===== config.mk =====
export PLATFORM = sky130hd
export DESIGN_NAME = rx_xbar_interleave
export DESIGN_NICKNAME = d
export VERILOG_FILES = /design/src/rtl/rxx_pkg.sv /design/src/rtl/rxx_cfg_reg.sv /design/src/rtl/rxx_route.sv /design/src/rtl/rxx_interleave.sv /design/src/rtl/rx_xbar_interleave.sv
export SDC_FILE = /design/constraint.sdc
export NUM_CORES = 1
export LEC_CHECK = 0
export CELL_PAD_IN_SITES_DETAIL_PLACEMENT = 2
export CELL_PAD_IN_SITES_GLOBAL_PLACEMENT = 2
export CORE_MARGIN = 2
export CORE_UTILIZATION = 32
export DETAILED_ROUTE_END_ITERATION = 6
export PLACE_DENSITY_LB_ADDON = 0.1
export SYNTH_ARGS = -nofsm -noshare
export SYNTH_HDL_FRONTEND = slang
export SYNTH_HIERARCHICAL = 1
export SYNTH_SLANG_ARGS = --single-unit

===== constraint.sdc =====
create_clock -name clk -period 14 [get_ports clk]
set_input_delay 2.8 -clock clk [delete_from_list [all_inputs] [get_ports clk]]
set_output_delay 2.8 -clock clk [all_outputs]
set_load 0.05 [all_outputs]

===== src/rtl/rxx_pkg.sv =====
// Shared definitions for the receive crossbar/interleaver.
// Assumes a fixed control-word layout of four channels and four converters.
package rxx_pkg;
    localparam int SAMP_W   = 16;
    localparam int N_CONV   = 4;
    localparam int N_CHAN   = 4;
    localparam int SEL_W    = $clog2(N_CONV);
    localparam int CTRL_W   = 32;
    localparam int NCH_LSB  = 0;
    localparam int ZERO_BIT = 3;
    localparam int ISEL_LSB = 4;
    localparam int QSEL_LSB = ISEL_LSB + N_CHAN * SEL_W;

    typedef struct packed {
        logic [2:0]                        nch;
        logic                              zero_q;
        logic [N_CHAN-1:0][SEL_W-1:0]      isel;
        logic [N_CHAN-1:0][SEL_W-1:0]      qsel;
    } rx_cfg_t;

    // True when the channel-count field holds a legal value.
    function automatic logic nch_legal(input logic [2:0] f);
        return (f == 3'd1) || (f == 3'd2) || (f == 3'd4);
    endfunction

    // Decode a control word into a configuration; illegal counts become 1.
    function automatic rx_cfg_t cfg_decode(input logic [CTRL_W-1:0] w);
        rx_cfg_t c;
        c.nch    = nch_legal(w[NCH_LSB +: 3]) ? w[NCH_LSB +: 3] : 3'd1;
        c.zero_q = w[ZERO_BIT];
        for (int k = 0; k < N_CHAN; k++) begin
            c.isel[k] = w[ISEL_LSB + k*SEL_W +: SEL_W];
            c.qsel[k] = w[QSEL_LSB + k*SEL_W +: SEL_W];
        end
        return c;
    endfunction
endpackage


===== src/rtl/rxx_cfg_reg.sv =====
// Holds the active configuration. Loads only when the interleaver accepts
// a strobe, so routing and burst length change at period boundaries.
// Assumes the decoded word is presented in the same cycle as the load.
module rxx_cfg_reg
    import rxx_pkg::*;
(
    input  logic    clk,
    input  logic    rst_n,
    input  logic    load,
    input  rx_cfg_t nxt_cfg,
    input  logic    nxt_illegal,
    output rx_cfg_t cur_cfg,
    output logic    cfg_err
);
    // Configuration register: reset to one channel, all sources converter 0.
    always_ff @(posedge clk) begin
        if (!rst_n) begin
            cur_cfg        <= '0;
            cur_cfg.nch    <= 3'd1;
        end else if (load) begin
            cur_cfg <= nxt_cfg;
        end
    end

    // Sticky flag for an illegal channel count seen at a load.
    always_ff @(posedge clk) begin
        if (!rst_n)                   cfg_err <= 1'b0;
        else if (load && nxt_illegal) cfg_err <= 1'b1;
    end
endmodule


===== src/rtl/rxx_route.sv =====
// Per-channel source crossbar: picks a converter bus for each channel's
// I and Q inputs, with a global override that zeroes all Q inputs.
// Assumes the configuration is registered upstream (pure combinational).
module rxx_route
    import rxx_pkg::*;
#(
    parameter int SW = SAMP_W,
    parameter int NV = N_CONV,
    parameter int NC = N_CHAN
) (
    input  rx_cfg_t          cfg,
    input  logic [NV*SW-1:0] adc_bus,
    output logic [NC*SW-1:0] route_i,
    output logic [NC*SW-1:0] route_q
);
    for (genvar k = 0; k < NC; k++) begin : g_chan
        // Select this channel's I and Q sources.
        always_comb begin
            route_i[k*SW +: SW] = adc_bus[int'(cfg.isel[k])*SW +: SW];
            route_q[k*SW +: SW] = cfg.zero_q ? '0
                                             : adc_bus[int'(cfg.qsel[k])*SW +: SW];
        end
    end
endmodule


===== src/rtl/rxx_interleave.sv =====
// Captures channel results on an accepted strobe and serializes them as
// 2N words (I then Q, ascending channel) on a valid/ready stream.
// A strobe is accepted when idle or when the final word leaves this cycle;
// otherwise it is dropped and a sticky overrun flag is set.
module rxx_interleave
    import rxx_pkg::*;
#(
    parameter int SW = SAMP_W,
    parameter int NC = N_CHAN
) (
    input  logic             clk,
    input  logic             rst_n,
    input  logic             smp_stb,
    input  logic [2:0]       nxt_nch,
    input  logic [NC*SW-1:0] res_i,
    input  logic [NC*SW-1:0] res_q,
    input  logic             out_ready,
    output logic [SW-1:0]    out_data,
    output logic             out_valid,
    output logic             out_last,
    output logic             accept,
    output logic             ovr_flag
);
    localparam int NW = 2 * NC;
    localparam int IW = $clog2(NW);

    logic [SW-1:0] wbuf [NW];
    logic [IW-1:0] idx;
    logic [IW-1:0] last_idx;
    logic          at_end;

    // Final-word and acceptance decisions.
    always_comb begin
        at_end   = out_valid && (idx == last_idx);
        accept   = smp_stb && (!out_valid || (out_ready && at_end));
        out_data = wbuf[idx];
        out_last = at_end;
    end

    // Word buffer: loaded with all channel results on an accepted strobe.
    always_ff @(posedge clk) begin
        if (accept) begin
            for (int k = 0; k < NC; k++) begin
                wbuf[2*k]     <= res_i[k*SW +: SW];
                wbuf[2*k + 1] <= res_q[k*SW +: SW];
            end
        end
    end

    // Burst sequencing: index, length and valid.
    always_ff @(posedge clk) begin
        if (!rst_n) begin
            out_valid <= 1'b0;
            idx       <= '0;
            last_idx  <= '0;
        end else if (accept) begin
            out_valid <= 1'b1;
            idx       <= '0;
            last_idx  <= IW'(2 * int'(nxt_nch) - 1);
        end else if (out_valid && out_ready) begin
            if (at_end) out_valid <= 1'b0;
            else        idx       <= idx + 1'b1;
        end
    end

    // Sticky overrun flag for a dropped strobe.
    always_ff @(posedge clk) begin
        if (!rst_n)                 ovr_flag <= 1'b0;
        else if (smp_stb && !accept) ovr_flag <= 1'b1;
    end
endmodule


===== src/rtl/rx_xbar_interleave.sv =====
// Top of the receive crossbar and channel interleaver. Decodes the control
// word, holds the active configuration, routes converters to channels and
// serializes channel results. Assumes one clock domain and that channel
// results are valid in the strobe cycle.
module rx_xbar_interleave
    import rxx_pkg::*;
(
    input  logic                     clk,
    input  logic                     rst_n,
    input  logic                     smp_stb,
    input  logic [CTRL_W-1:0]        ctrl_word,
    input  logic [N_CONV*SAMP_W-1:0] adc_bus,
    output logic [N_CHAN*SAMP_W-1:0] route_i,
    output logic [N_CHAN*SAMP_W-1:0] route_q,
    input  logic [N_CHAN*SAMP_W-1:0] res_i,
    input  logic [N_CHAN*SAMP_W-1:0] res_q,
    output logic [SAMP_W-1:0]        out_data,
    output logic                     out_valid,
    input  logic                     out_ready,
    output logic                     out_last,
    output logic                     cfg_err,
    output logic                     ovr_flag
);
    rx_cfg_t nxt_cfg;
    rx_cfg_t cur_cfg;
    logic    nxt_illegal;
    logic    accept;

    // Decode the incoming control word.
    always_comb begin
        nxt_cfg     = cfg_decode(ctrl_word);
        nxt_illegal = !nch_legal(ctrl_word[NCH_LSB +: 3]);
    end

    rxx_cfg_reg u_cfg (
        .clk        (clk),
        .rst_n      (rst_n),
        .load       (accept),
        .nxt_cfg    (nxt_cfg),
        .nxt_illegal(nxt_illegal),
        .cur_cfg    (cur_cfg),
        .cfg_err    (cfg_err)
    );

    rxx_route #(.SW(SAMP_W), .NV(N_CONV), .NC(N_CHAN)) u_route (
        .cfg    (cur_cfg),
        .adc_bus(adc_bus),
        .route_i(route_i),
        .route_q(route_q)
    );

    rxx_interleave #(.SW(SAMP_W), .NC(N_CHAN)) u_ilv (
        .clk      (clk),
        .rst_n    (rst_n),
        .smp_stb  (smp_stb),
        .nxt_nch  (nxt_cfg.nch),
        .res_i    (res_i),
        .res_q    (res_q),
        .out_ready(out_ready),
        .out_data (out_data),
        .out_valid(out_valid),
        .out_last (out_last),
        .accept   (accept),
        .ovr_flag (ovr_flag)
    );
endmodule


# Word level (Yosys, flattened, before mapping)
# Memory sizes are Yosys's and may differ from the RTL's. A register that Yosys moved wholly into a read port is not among the register bits.
# Cells that the tools add are included.
totals:
  ff_bits: 26
  ramBits: 128
  in_bits: 228
  out_inout_bits: 148
  word_cells: 60
  mem_count: 1
classes:
  add_sub_neg: 2
  n_eq_ne: 4
  shift: 8
  n_mux: 12
  bitwise_logic: 2
  reduce_logical: 17
mem_list:
  columns: ["memory", "words", "width", "rd", "rd_clocked_by_memory_dff", "write_ports", "line_no", "rtl"]
  rows:
  - ["u_ilv.wbuf", 8, 16, 1, 1, 8, "rxx_interleave.sv:27", "logic [SW-1:0] wbuf [NW];"]
op_table:
  columns: ["cell", "n"]
  rows:
  - ["64-bit by 7-bit indexed part select with 16-bit output", 8]
  - ["16-bit two-way mux", 4]
  - ["1-bit logical AND", 6]
  - ["3-bit two-way mux", 2]
  - ["1-bit two-way mux", 5]
  - ["2-bit AND reduction", 2]
  - ["2-bit nonzero test", 2]
  - ["3-bit by 1-bit adder with 3-bit output (second input constant)", 1]
  - ["3-bit by 1-bit equality test with 1-bit output (second input constant)", 1]
  - ["3-bit by 2-bit equality test with 1-bit output (second input constant)", 1]
  - ["3-bit equality test", 1]
  - ["3-bit equality test (second input constant)", 1]
  - ["1-bit logical NOT", 3]
  - ["1-bit logical OR", 3]
  - ["3-bit by 1-bit subtractor with 3-bit output (second input constant)", 1]
  - ["2-bit two-way mux", 1]
  - ["1-bit inverter", 2]
  - ["2-bit OR reduction", 1]

# Longest topological paths before layout
# Gate-level depths: netlist of the first run.
logic_depth:
  word_depth: 7
  mapped_depth: 6
  mapped_depth_nobuf: 5

# Hierarchy
# Netlist of the first run, hierarchy kept.
modules_own_cells:
  columns: ["mod", "instances", "cells_per_inst", "area_per_inst_um2", "seq_area_each_um2"]
  rows:
  - ["rxx_interleave", 1, 234, 5480.3, 4063.9]
  - ["rxx_route", 1, 312, 3638.5, 0.0]
  - ["rxx_cfg_reg", 1, 68, 813.3, 420.4]
  - ["rx_xbar_interleave", 1, 7, 52.6, 0.0]

# Least setup slack after synthesis of the first run
# No wires, ideal clock.
synth_path:
  path_type: "input port to flip-flop"
  from: "input port smp_stb"
  to: "register u_cfg/cur_cfg[17] (netlist name)"
  setup_ps: 124
  t_arrival_ps: 7829
  required_ps: 13876
  slack_ps: 6047
  path_stages: 6
  n_path_buf: 2
  path_cell_list: "nand2_1 -> o41ai_4 -> buf_6 -> buf_12 -> mux2i_1 -> nand2_1"
synth_lines:
  columns: ["element", "line_no", "rtl"]
  rows:
  - ["start, declared", "rx_xbar_interleave.sv:10", "input logic smp_stb,"]

# Worst setup path in the final report of the first run
layout_path:
  from: "input port adc_bus[50]"
  to: "output port route_q[50]"
layout_via:
  elab_chain_len: 2
layout_rtl:
  columns: ["element", "line_no", "rtl"]
  rows:
  - ["start, declared", "rx_xbar_interleave.sv:12", "input logic [N_CONV*SAMP_W-1:0] adc_bus,"]
  - ["64-bit by 7-bit indexed part select with 16-bit output", "rxx_route.sv:21", ": adc_bus[int'(cfg.qsel[k])*SW +: SW];"]
  - ["16-bit two-way mux", "rxx_route.sv:20", "route_q[k*SW +: SW] = cfg.zero_q ? '0"]
  - ["end, declared", "rx_xbar_interleave.sv:14", "output logic [N_CHAN*SAMP_W-1:0] route_q,"]
# Every way passes these cells.

==> results of run 1 <==
[layer usage]
metal | GRT usage | vias to the layer above
met1 | 0.282 | 3923
met4 | 0.0833 | 2
li1 | - | 3246
met2 | 0.406 | 319
met5 | 0 | -
met3 | 0.0729 | 50
[sequential cells by signal (all words and copies together) (netlist names), named ones only]
name / cells
u_ilv/wbuf: 128
u_ilv/last_idx: 3
u_cfg/cfg_err: 1
u_ilv/ovr_flag: 1
u_ilv/idx: 3
u_ilv/out_valid: 1
u_cfg/cur_cfg: 17
[where the power goes]
part           internal [W]  switching (W)  leakage (nW)  total (W)
registers          0.000552      0.0000391          1.48   0.000591
logic              0.000248       0.000374          2.91   0.000623
clock network      0.000250       0.000185         0.280   0.000436
[worst max-delay path, stage by stage]
cell and delay (ns):
clkdlybuf4s50_1 0.69, mux2i_1 0.17, o22ai_1 0.22, clkdlybuf4s50_1 0.92
[final cells by class]
class	count	area share
diodes	4	0.000711
clock buffers	24	0.0353
clock inverters	8	0.00391
inverters	3	0.000800
multi-input cells	388	0.346
flip-flops and latches	157	0.315
well taps	396	0.0352
repair buffers	372	0.263
[stage by stage]
| step | total power [W] | instance area, um^2 |
|---|---|---|
| finish | 0.00165 | 14100 |
| global route | 0.00171 | 14100 |
| CTS | 0.00167 | 14100 |
| detailed placement | 0.00122 | 13500 |
| global placement | 0.00121 | 13500 |
| floorplan | 0.000980 | 9870 |
[path summary, 6_finish.rpt]
path | from | end | slack [ns] | cells after the start
worst max register to register | u_ilv/idx[0]$_SDFFE_PP0P_ | u_ilv/wbuf[5][14]$_DFFE_PP_ | 10.99 | 4
worst min-delay path | u_ilv/ovr_flag$_SDFFE_PN0P_ | u_ilv/ovr_flag$_SDFFE_PN0P_ | 0.46 | 1
worst max-delay path | adc_bus[50] | route_q[50] | 6.40 | 4
worst min register to register | u_ilv/ovr_flag$_SDFFE_PN0P_ | u_ilv/ovr_flag$_SDFFE_PN0P_ | 0.46 | 1
==> results_dict.tcl, run 1 <==
set metrics [dict create \
    drv_cap 0 \
    areaGrowthSynthToFinish_pct 42.6 \
    place.port_buffers 363 \
    hold_violations 0 \
    layout_common_cells "363 x clkdlybuf4s50_1, 146 x mux2i_1, 128 x edfxtp_1" \
    dp.cells 1316 \
    hold_ws_ns 0.461 \
    gr-usage-all-layers 0.237 \
    fin_util 0.461 \
    power_density_nw_per_um2 117 \
    first_global_vias 8535 \
    skew_ns 0.0142 \
    wl_met3_um 2880 \
    multi_input_area_um2 4870 \
    cts_root_buffer "clkbuf_16" \
    met2_length_um 19500 \
    drt_iter0_drc 475 \
    h-tree-depth 4 \
    overflow 0 \
    gp_congestion 0.826 \
    clkSinkCount 157 \
    slew_violations 0 \
    start_util 0.324 \
    cts_hold_buf 0 \
    drt_wl_total_um 38600 \
    final_nets 1168 \
    ant_nets 0 \
    fin_crit_sh 0.543 \
    vias 7540 \
    drt-pass1-iter-count 4 \
    wl_per_cell_um 28.6 \
    worst_setup_path_end_kind "primary output" \
    cts-resized-gates 0 \
    irDropWorstVdd_mv 0.0764 \
    final.setup.worst_slack_ns 6.40 \
    worst_setup_path_start_kind "input port" \
    leakage_nw 4.67 \
    worstPathMaxFanout 8 \
    numCtsBuffers 17 \
    required_ns 11.20 \
    dieHeight_um 180 \
    slew_headroom 0.145 \
    dp_hpwl_um 27400 \
    antenna_found_initial 5 \
    drcViolationCount 0 \
    ios 376 \
    syn_inst 611 \
    grt_pass1_wl_um 57200 \
    hp-class "reg -> reg" \
    fmax_mhz 132 \
    register_area_um2 4430 \
    netlist_area_um2 9870 \
    path_clk_slew_ns 0.06 \
    syn-num-nets 840 \
    num-fill-cells 2832 \
    instances_no_fill 1352 \
    dieWidth_um 180 \
    clockBufferDepth 2 \
    rsz0062_at_grt "no" \
    top_layer "met5" \
    finalSetupViolCount 0 \
    place_ws_ns 6.43 \
    core_area_um2 30500 \
    cts_setup_buffers 0 \
    tritoncts "done" \
    clock_latency_ns 0.43 \
    rows 64 \
    crit_arrival_ns 4.80 \
    grt_max_degree 91 \
    layout_commonest_cell "clkdlybuf4s50_1" \
    worst_slew_pin_slew_ns 1.28 \
    syn_avg_cell_area_um2 16.2 \
    avgViaCountPerCell 5.58 \
    drive_gt1_frac 0.123 \
    critical_path_class "in -> out" \
    drt-met1-wl_um 15300 \
    dieArea_um2 32300 \
    status "completed" \
    fin_crit_ns 7.60 \
    yosysWarnings 6 \
    fin_tns_setup_ns 0 \
]
No activity file was read; power rests on OpenSTA's default activity.
==> run 2, diff against run 1 <==
- CORE_UTILIZATION: 32 -> 30
- clock period: 14 -> 7.4 ns (I/O delays scaled with it)
==> results_dict.tcl, run 2 (same netlist as run 1, synthesis figures left out) <==
set metrics [dict create \
    status "completed" \
    dieHeight_um 185 \
    critical_path_class "in -> out" \
    vias 7479 \
    fin_crit_sh 0.672 \
    worst_slew_pin_slew_ns 1.25 \
    clock_latency_ns 0.44 \
    ant_nets 0 \
    numCtsBuffers 17 \
    top_layer "met5" \
    fin_tns_setup_ns 0 \
    dp.cells 1361 \
    power_density_nw_per_um2 221 \
    rows 66 \
    cts_root_buffer "clkbuf_16" \
    cp_common_cell "clkdlybuf4s50_1" \
    num-fill-cells 3150 \
    wl_met3_um 3520 \
    overflow 0 \
    path_delay_family "buffers and inverters" \
    slew_headroom 0.166 \
    tritoncts "done" \
    cts-resized-gates 0 \
    core_area_um2 32500 \
    worstPathMaxFanout 8 \
    worst_setup_path_end_kind "primary output" \
    avgViaCountPerCell 5.34 \
    dp_hpwl_um 27400 \
    drt-met1-wl_um 15100 \
    gp_congestion 0.816 \
    irDropWorstVdd_mv 0.156 \
    leakage_nw 4.65 \
    cts_hold_buf 0 \
    worst_setup_path_start_kind "input port" \
    fin_crit_ns 4.97 \
    antenna_found_initial 12 \
    slew_violations 0 \
    finalSetupViolCount 0 \
    hp-class "reg -> reg" \
    dieArea_um2 34400 \
    place.port_buffers 363 \
    drt_wl_total_um 38800 \
    crit_buf_inv 2 \
    crit_slowest_cell "clkdlybuf4s50_1" \
    start_util 0.304 \
    hold_violations 0 \
    layout_common_cells "363 x clkdlybuf4s50_1, 146 x mux2i_1, 128 x edfxtp_1" \
    dieWidth_um 185 \
    clkSinkCount 157 \
    path_clk_slew_ns 0.06 \
    drt-pass1-iter-count 4 \
    drt_iter0_drc 383 \
    met2_length_um 19300 \
    clockBufferDepth 2 \
    skew_ns 0.0152 \
    layout_commonest_cell "clkdlybuf4s50_1" \
    grt_pass1_wl_um 55400 \
    wl_per_cell_um 27.7 \
    gr-usage-all-layers 0.224 \
    first_global_vias 8351 \
    grt_max_degree 93 \
    rsz0062_at_grt "no" \
    reg_top3 "u_ilv/wbuf (128), u_cfg/cur_cfg (17)" \
    fin_util 0.436 \
    final_nets 1167 \
    crit_arrival_ns 3.49 \
    largest_reg_flops 128 \
    drcViolationCount 0 \
    h-tree-depth 4 \
    ios 376 \
    cpPeakStageDelay_ns 0.89 \
    areaGrowthSynthToFinish_pct 43.2 \
    drv_cap 0 \
    regMostFlops "u_ilv/wbuf" \
    fmax_mhz 201 \
    crit_chain "clkdlybuf4s50_1 -> mux2i_1 -> o22ai_1 -> clkdlybuf4s50_1" \
    drive_gt1_frac 0.125 \
    required_ns 5.92 \
    cts_setup_buffers 0 \
    instances_no_fill 1401 \
]
run 2: changes by cell type in the layout (fill, tap and decap cells not counted), sizes merged:
| cell | previous run | this run |
|---|---|---|
| diode | 4 | 8 |
| clkinv | 3 | 8 |
| clkbuf | 24 | 18 |
| inv | 8 | 7 |
| buf | 9 | 8 |
| clkinvlp | 0 | 2 |
run 2: through the flow:
stage          worst slack, ns  power [W]  hold WS (ns)  area [um^2]
2_1_floorplan            0.785    0.00185         0.469         9870
3_3_place_gp              2.50    0.00229         0.441        13600
3_5_place_dp              2.45    0.00231         0.462        13600
4_1_cts                   2.44    0.00316         0.482        14100
5_1_grt                   2.42    0.00324         0.505        14100
6_report                  2.43    0.00312         0.469        14100
run 2: worst paths after layout:
path	start	cells after the start	slack, ns	end
max	adc_bus[15]	4	2.43	route_q[15]
min reg2reg	u_ilv/ovr_flag$_SDFFE_PN0P_	1	0.47	u_ilv/ovr_flag$_SDFFE_PN0P_
max reg2reg	u_ilv/idx[1]$_SDFFE_PP0P_	3	4.51	u_ilv/wbuf[2][12]$_DFFE_PP_
min	u_ilv/ovr_flag$_SDFFE_PN0P_	1	0.47	u_ilv/ovr_flag$_SDFFE_PN0P_
run 2: cell type report:
type                    count  area [um^2]  share of cell area
repair buffers            371         3690               0.261
clock inverters            14          111             0.00788
inverters                   3         11.3            0.000797
clock buffers              18          439              0.0311
diodes                      8         20.0             0.00142
flip-flops and latches    157         4430               0.313
well taps                 442          553              0.0391
multi-input cells         388         4870               0.345
run 2: power by group:
| part | internal, W | switching [W] | leakage (nW) |
|---|---|---|---|
| logic | 0.000469 | 0.000704 | 2.91 |
| clock network | 0.000443 | 0.000381 | 0.269 |
| registers | 0.00104 | 0.0000778 | 1.48 |
| total | 0.00196 | 0.00116 | 4.65 |
run 2: routing by layer:
layer / track usage / up-vias
met2: 0.384 / 324
met1: 0.255 / 3847
li1: - / 3246
met4: 0.0667 / 12
met3: 0.0918 / 50
met5: 0 / -
==> run 3, diff against run 2 <==
- clock period: 7.4 -> 5.2 ns (I/O delays scaled with it)
==> results_dict.tcl, run 3 (same netlist as run 1, synthesis figures left out) <==
set metrics [dict create \
    worstPathMaxFanout 20 \
    drive_gt1_frac 0.132 \
    fin_crit_ns 4.14 \
    layout_common_cells "363 x clkdlybuf4s50_1, 146 x mux2i_1, 128 x edfxtp_1" \
    crit_arrival_ns 3.10 \
    path_clk_slew_ns 0.07 \
    place.port_buffers 363 \
    required_ns 4.16 \
    dp_hpwl_um 27700 \
    drt_wl_total_um 38600 \
    reg_top3 "u_ilv/wbuf (128), u_cfg/cur_cfg (17)" \
    worst_setup_path_start_kind "flip-flop" \
    rr_endpoint "u_cfg/cur_cfg[13]$_SDFFE_PN0P_" \
    r2r_slack_ns 2.70 \
    crit_slowest_cell "dfxtp_1" \
    cts-resized-gates 0 \
    ant_nets 0 \
    crit_buf_inv 2 \
    dieArea_um2 34400 \
    critical_path_class "reg -> out" \
    irDropWorstVdd_mv 0.192 \
    total_power_w 0.00455 \
    endpoint "out_data[3]" \
    drt-pass1-iter-count 4 \
    areaGrowthSynthToFinish_pct 44.5 \
    r2r-start "u_ilv/idx[0]$_SDFFE_PP0P_" \
    regMostFlops "u_ilv/wbuf" \
    clkSinkCount 157 \
    grt_pass1_wl_um 55600 \
    gr-usage-all-layers 0.223 \
    numCtsBuffers 17 \
    drt_iter0_drc 345 \
    worst_slew_pin_slew_ns 1.23 \
    leakage_nw 4.71 \
    crit_chain "buf_4 -> mux4_1 -> mux2_2 -> clkdlybuf4s50_1" \
    first_global_vias 8400 \
    path_depth 4 \
    final_nets 1173 \
    dieHeight_um 185 \
    antenna_found_initial 9 \
    clockBufferDepth 2 \
    dieWidth_um 185 \
    finalSetupViolCount 0 \
    core_area_um2 32500 \
    hold_violations 0 \
    grt_max_degree 77 \
    num-fill-cells 3170 \
    cts_root_buffer "clkbuf_16" \
    gp_congestion 0.872 \
    vias 7424 \
    worst_setup_path_end_kind "primary output" \
    cts_setup_buffers 0 \
    tritoncts "done" \
    hp-class "reg -> reg" \
    design_area_um2 14300 \
    path_delay_family "buffers and inverters" \
    status "completed" \
    rsz0062_at_grt "no" \
    drcViolationCount 0 \
    placed_cell_area_um2 13600 \
    ios 376 \
    cts_hold_buf 0 \
    fmax_mhz 242 \
    largest_reg_flops 128 \
    avgViaCountPerCell 5.29 \
    fin_crit_sh 0.796 \
    cpPeakStageDelay_ns 1.00 \
    rows 66 \
    power_density_nw_per_um2 319 \
    reg2reg_depth 5 \
    skew_ns 0.0124 \
    clock_latency_ns 0.43 \
    start_util 0.304 \
    slew_violations 0 \
    drv_cap 0 \
    wl_per_cell_um 27.5 \
    h-tree-depth 4 \
    layout_commonest_cell "clkdlybuf4s50_1" \
    overflow 0 \
    slew_headroom 0.180 \
]
-- run 3: layout make-up --
cell class              instances  area (um^2)  share of cell area
multi-input cells             388         4890               0.343
flip-flops and latches        157         4430               0.311
repair buffers                377         3760               0.264
well taps                     442          553              0.0388
clock buffers                  17          425              0.0298
clock inverters                15          180              0.0126
diodes                          5         12.5            0.000877
inverters                       3         11.3            0.000789
-- run 3: worst min-delay path by stage --
stage | from | end | slack (ns) | cells after the start
6_report | u_ilv/ovr_flag$_SDFFE_PN0P_ | u_ilv/ovr_flag$_SDFFE_PN0P_ | 0.48 | 1
3_3_place_gp | u_ilv/ovr_flag$_SDFFE_PN0P_ | u_ilv/ovr_flag$_SDFFE_PN0P_ | 0.44 | 1
3_5_place_dp | u_ilv/ovr_flag$_SDFFE_PN0P_ | u_ilv/ovr_flag$_SDFFE_PN0P_ | 0.46 | 1
4_1_cts | u_ilv/ovr_flag$_SDFFE_PN0P_ | u_ilv/ovr_flag$_SDFFE_PN0P_ | 0.49 | 1
5_1_grt | u_ilv/ovr_flag$_SDFFE_PN0P_ | u_ilv/ovr_flag$_SDFFE_PN0P_ | 0.51 | 1
2_1_floorplan | u_cfg/cur_cfg[11]$_SDFFE_PN0P_ | u_cfg/cur_cfg[11]$_SDFFE_PN0P_ | 0.48 | 2
-- run 3: through the flow --
| stage | utilization | hold WS, ns | instances | TNS, ns | setup WS (ns) |
|---|---|---|---|---|---|
| 2_1_floorplan | - | 0.477 | 611 | -99.52 | -0.926 |
| 3_3_place_gp | 0.421 | 0.444 | 1367 | 0 | 1.14 |
| 3_5_place_dp | 0.421 | 0.464 | 1367 | 0 | 1.13 |
| 4_1_cts | 0.439 | 0.486 | 1399 | 0 | 0.936 |
| 5_1_grt | 0.439 | 0.510 | 1402 | 0 | 0.934 |
| 6_report | 0.440 | 0.481 | 1404 | 0 | 1.06 |
-- run 3: report_power, final --
part / internal, W / switching [W]
Sequential: 0.00148 / 0.000101
Combinational: 0.000675 / 0.00101
Clock: 0.000725 / 0.000554
Total: 0.00288 / 0.00166
-- run 3: routing by layer --
layer	GRT usage	routed length [um]
met2	0.404	19800
met1	0.242	14600
met5	0	46
met4	0.0568	600
met3	0.0887	3490
-- run 3: worst register-to-register path, cell delays in order, from the launching register on --
cell	delay, ns
dfxtp_1	0.45
xor2_2	0.18
o41ai_4	0.97
buf_4	0.43
mux2i_1	0.27
nor2b_1	0.09
